<file path="config.mk">
export PLATFORM = sky130hd
export DESIGN_NAME = reset_cause_reg
export DESIGN_NICKNAME = d
export VERILOG_FILES = /design/src/rtl/reset_cause_reg.sv
export SDC_FILE = /design/constraint.sdc
export NUM_CORES = 1
export LEC_CHECK = 0
export BUFFER_PORTS_ARGS = -buffer_cell sky130_fd_sc_hd__buf_2
export CELL_PAD_IN_SITES_DETAIL_PLACEMENT = 1
export CELL_PAD_IN_SITES_GLOBAL_PLACEMENT = 1
export CORE_MARGIN = 1
export CORE_UTILIZATION = 29
export DETAILED_ROUTE_END_ITERATION = 10
export GPL_TIMING_DRIVEN = 0
export PLACE_DENSITY_LB_ADDON = 0.1
export SLEW_MARGIN = 20
export SYNTH_ARGS = -nofsm -noshare
export SYNTH_HDL_FRONTEND = slang
export SYNTH_SLANG_ARGS = --single-unit
</file>
<file path="constraint.sdc">
create_clock -name clk -period 1.47 [get_ports clk]
set_input_delay 0.294 -clock clk [delete_from_list [all_inputs] [get_ports clk]]
set_output_delay 0.294 -clock clk [all_outputs]
set_load 0.02 [all_outputs]
</file>
<file path="src/rtl/reset_cause_reg.sv">
module reset_cause_reg #(
  parameter int NSRC = 8,
  parameter int DW   = 32
) (
  input  logic            clk,
  input  logic            por_n,
  input  logic [NSRC-1:0] cold_req,
  input  logic            cold_done,
  input  logic            warm_done,
  input  logic [NSRC-1:0] warm_src,
  input  logic            wr_en,
  input  logic [DW-1:0]   wdata,
  output logic [DW-1:0]   rdata
);

  logic [NSRC-1:0] req_q, last_q, cause_q;
  logic [NSRC-1:0] fall, cold_val, clr, set, nxt;

  assign fall     = req_q & ~cold_req;
  assign cold_val = (|fall) ? fall : last_q;
  assign clr      = wr_en ? wdata[NSRC-1:0] : '0;
  assign set      = warm_done ? warm_src : '0;
  assign nxt      = cold_done ? cold_val : ((cause_q & ~clr) | set);

  always_ff @(posedge clk or negedge por_n) begin
    if (!por_n) begin
      req_q   <= '0;
      last_q  <= '0;
      cause_q <= '0;
    end else begin
      req_q   <= cold_req;
      cause_q <= nxt;
      if (cold_done)  last_q <= '0;
      else if (|fall) last_q <= fall;
    end
  end

  generate
    if (DW > NSRC) begin : g_pad
      assign rdata = {{(DW-NSRC){1'b0}}, cause_q};
    end else begin : g_nopad
      assign rdata = cause_q;
    end
  endgenerate

endmodule


</file>
Word-level counts from Yosys, hierarchy flattened
Index checks and enable logic that the tools add are counted.

Flip-flop bits (word level): 24. Output and inout bits: 32.

Reduce and logical (&&, ||, !) cells: 1. Bitwise logic cells: 5. Muxes and demuxes: 5.

Operators with widths (count): $mux 8 (5); $and 8x8->8 (2); $not 8->8 (2); $or 8x8->8 (1); $reduce_or 8->1 (1).

Logic depth before layout (Yosys ltp)
Depth in word-level cells: 5. Mapped depth: 4. Mapped depth without buffers: 4.

Least setup slack after synthesis
OpenSTA, ideal clock, no wires.

Path kind: register to register. From: register req_q[4]. To: register last_q[0]. Library setup time: 0.078 ns. Slack: 0.338 ns. Stages on the path, launching flop included: 5. Clock period less this slack: 1.132 ns. Arrival: 1.054 ns. Path through: dfrtp_1 nand2b_4 nand4_4 nor3_4 o2bb2ai_1.

Cells in the longest elaborated chain, start to end: 4.

RTL lines: start, declared (RTL line 16) `logic [NSRC-1:0] req_q, last_q, cause_q;`; start signal, assigned (RTL line 31) `req_q <= cold_req;`; $and 8x8->8 (RTL line 19) `assign fall = req_q & ~cold_req;`; $reduce_or 8->1 (RTL line 34) `else if (|fall) last_q <= fall;`; $mux 8 (2 in series); end signal, assigned (RTL line 34); end, declared (RTL line 16).

Every way passes these cells.

Final worst setup path
From: register req_q[0]. To: register last_q[2].

Same word-level chain as after synthesis.

==> flow_metrics.tcl <==
set metrics [dict create \
    status "finished, final reports clean" \
    grt_pass1_wl_um 4710 \
    grt_remaining_overflow 0 \
    pre_cts_ws_ns 0.0513 \
    max_freq_mhz 736 \
    fin_hold_ws_ns 0.00438 \
    cts_root_buf "clkbuf_8" \
    htree_levels 1 \
    die-height_um 67.9 \
    syn_inst 113 \
    synth_area_leaders "dfrtp_1, buf_4, a221oi_1, o2bb2ai_1, o31a_1" \
    crit_required_ns 1.65 \
    clk_pin_slew_ns 0.08 \
    arrival_ns 1.54 \
    grt_usage_pct 14.0 \
    hpwl_um 2120 \
    ys_seq_elements 24 \
    relSlewSlack_pct 64.2 \
    maxCapViolations 0 \
    wirelength_um 2850 \
    postLayoutCellArea_mm2 0.00163 \
    syn_area_per_cell_um2 11.2 \
    r2r-start "req_q[0]$_DFF_PN0_" \
    hold_viol 0 \
    n_fill_cell 499 \
    initial_utilization_pct 30.8 \
    start_kind "register" \
    rr_endpoint "last_q[2]$_DFF_PN0_" \
    finalWorstSetupSlack_ns 0.112 \
    vias_per_cell 4.41 \
    fp.dieArea_mm2 0.00461 \
    yosysWarnings 0 \
    setup_tns_ns 0 \
    drtIter0Drc 20 \
    period_minus_slack_ns 1.36 \
    drc 0 \
    place_congestion 0.705 \
    drive_gt1_share_pct 41.4 \
    num_rows 23 \
    place_area_mm2 0.00157 \
    syn_area_mm2 0.00126 \
    rr_worst_depth 5 \
    r2r_setup_slack_ns 0.11 \
    vdd_ir_drop_max_uv 327 \
    skew_ns 0.00603 \
    rsz0062_at_grt "false" \
    fin_cells 224 \
    synth_top_cell_area_share_pct 47.7 \
    die_w_um 67.9 \
    antenna_found_initial 0 \
    crit_path_max_fanout 9 \
    grt_pass1_vias 984 \
    layout.nets 229 \
    port_buffers 33 \
    power.static_leakage_nw 0.809 \
    clockBufferDepth 2 \
    worst_skew_pair.late_latency_ns 0.26 \
    path_class "reg -> reg" \
    netlist-cell-type-count 17 \
    end_kind "register" \
    ys_seq_area_share_pct 47.7 \
    cts_made_buffers 3 \
    cts_tree "yes" \
    worst_slew_pin_slew_ns 0.537 \
    avgRoutedWirePerCell_um 12.7 \
    ant_nets 0 \
    fin_crit_sh_pct 92.4 \
    hold_path_class "in -> async" \
    power_density_mw_per_mm2 887 \
    netlist.top_cell.by_area "dfrtp_1" \
    numClockSinks 24 \
    vias 988 \
    num_io_pins 85 \
    n_antenna_cell 0 \
    grt_max_degree 25 \
    critPathLaunch "req_q[0]$_DFF_PN0_" \
    dp.cells 219 \
    dr.pass1.iters 4 \
    coreArea_mm2 0.00409 \
    setup_viol_count_final 0 \
    syn2layout_area_growth_pct 29.4 \
    drv_slew 0 \
]
-- cell families after synthesis --
logic type             share of synthesized area [%]
buffers and inverters                           18.8
and+or+nand+nor                                 13.4
AOI/OAI and AO/OA                               19.9
other                                          0.298
DFF                                             47.7
-- cell usage in the layout (no fill, tap or decap), types with 2 or more instances in the layout --
cell type   n
o31a_1      8
conb_1     24
clkbuf_8    3
nand2_1     8
clkbuf_1    3
dfrtp_1    24
nand2b_1    2
a21oi_1     8
buf_4      26
nand2b_4    3
inv_1       8
nand2b_2    3
buf_2      33
o2bb2ai_1   8
nand4_4     2
a221oi_1    8
-- metal layers --
layer  vias up  share of wire, %  routed length [µm]  global-route usage (%)
met4         0               1.5                  43                    5.47
li1        471                 -                   -                       -
met5         -                 0                   0                       0
met3         5               8.5                 242                    2.33
met1       462                43                1220                    18.2
met2        50                47                1350                    23.3
-- registers in the layout, summed over array words and instances, names as in the netlist --
signal   count
req_q        8
cause_q      8
last_q       8
-- worst max-delay path, stage by stage (launching register included) --
cell and delay (ns):
dfrtp_1 0.37, nand2b_1 0.17, nand4_4 0.21, nor3_4 0.25
buf_4 0.16, o2bb2ai_1 0.12
-- final cells by class --
class / instances / area [µm²] / share of cell area [%]
Tap cell: 50 / 62.6 / 3.84
Buffer: 29 / 206 / 12.7
Inverter: 8 / 30.0 / 1.84
Sequential cell: 24 / 601 / 36.8
Timing Repair Buffer: 35 / 180 / 11.1
Clock buffer: 3 / 41.3 / 2.53
Multi-Input combinational cell: 75 / 509 / 31.2
-- worst max-delay path by stage --
stage                                to  cells after the start
finish              last_q[2]$_DFF_PN0_                      5
global route        last_q[5]$_DFF_PN0_                      5
detailed placement  last_q[4]$_DFF_PN0_                      5
global placement    last_q[7]$_DFF_PN0_                      5
CTS                 last_q[2]$_DFF_PN0_                      4
floorplan           last_q[0]$_DFF_PN0_                      4
-- timing repair --
item,CTS,global route
hold buffers,0,0
endpoints found under the setup margin,0,1
resized for setup,0,0
setup buffers,0,2
-- through the flow --
stage / power (mW) / util, %
after global routing: 1.53 / 39.9
after floorplan: 0.972 / -
final: 1.45 / 39.9
after CTS: 1.46 / 39.5
after detailed placement: 1.07 / 38.5
after global placement: 1.07 / 38.5
-- power breakdown --
group | internal (mW) | leakage (nW) | switching [mW]
Combinational | 0.138 | 0.493 | 0.200
Sequential | 0.702 | 0.295 | 0.0220
Clock | 0.183 | 0.0216 | 0.200
Total | 1.02 | 0.809 | 0.422
-- synthesized netlist by cell type, drive strengths merged --
library cell and n:
nand2b 8, nand2 8, o2bb2ai 8, a221oi 8, clkbuf 3, o31a 8, dfrtp 24, a21oi 8
nor3 1, buf 26, nand4 2, conb 1, inv 8
Power figures use the tool's default switching activity.
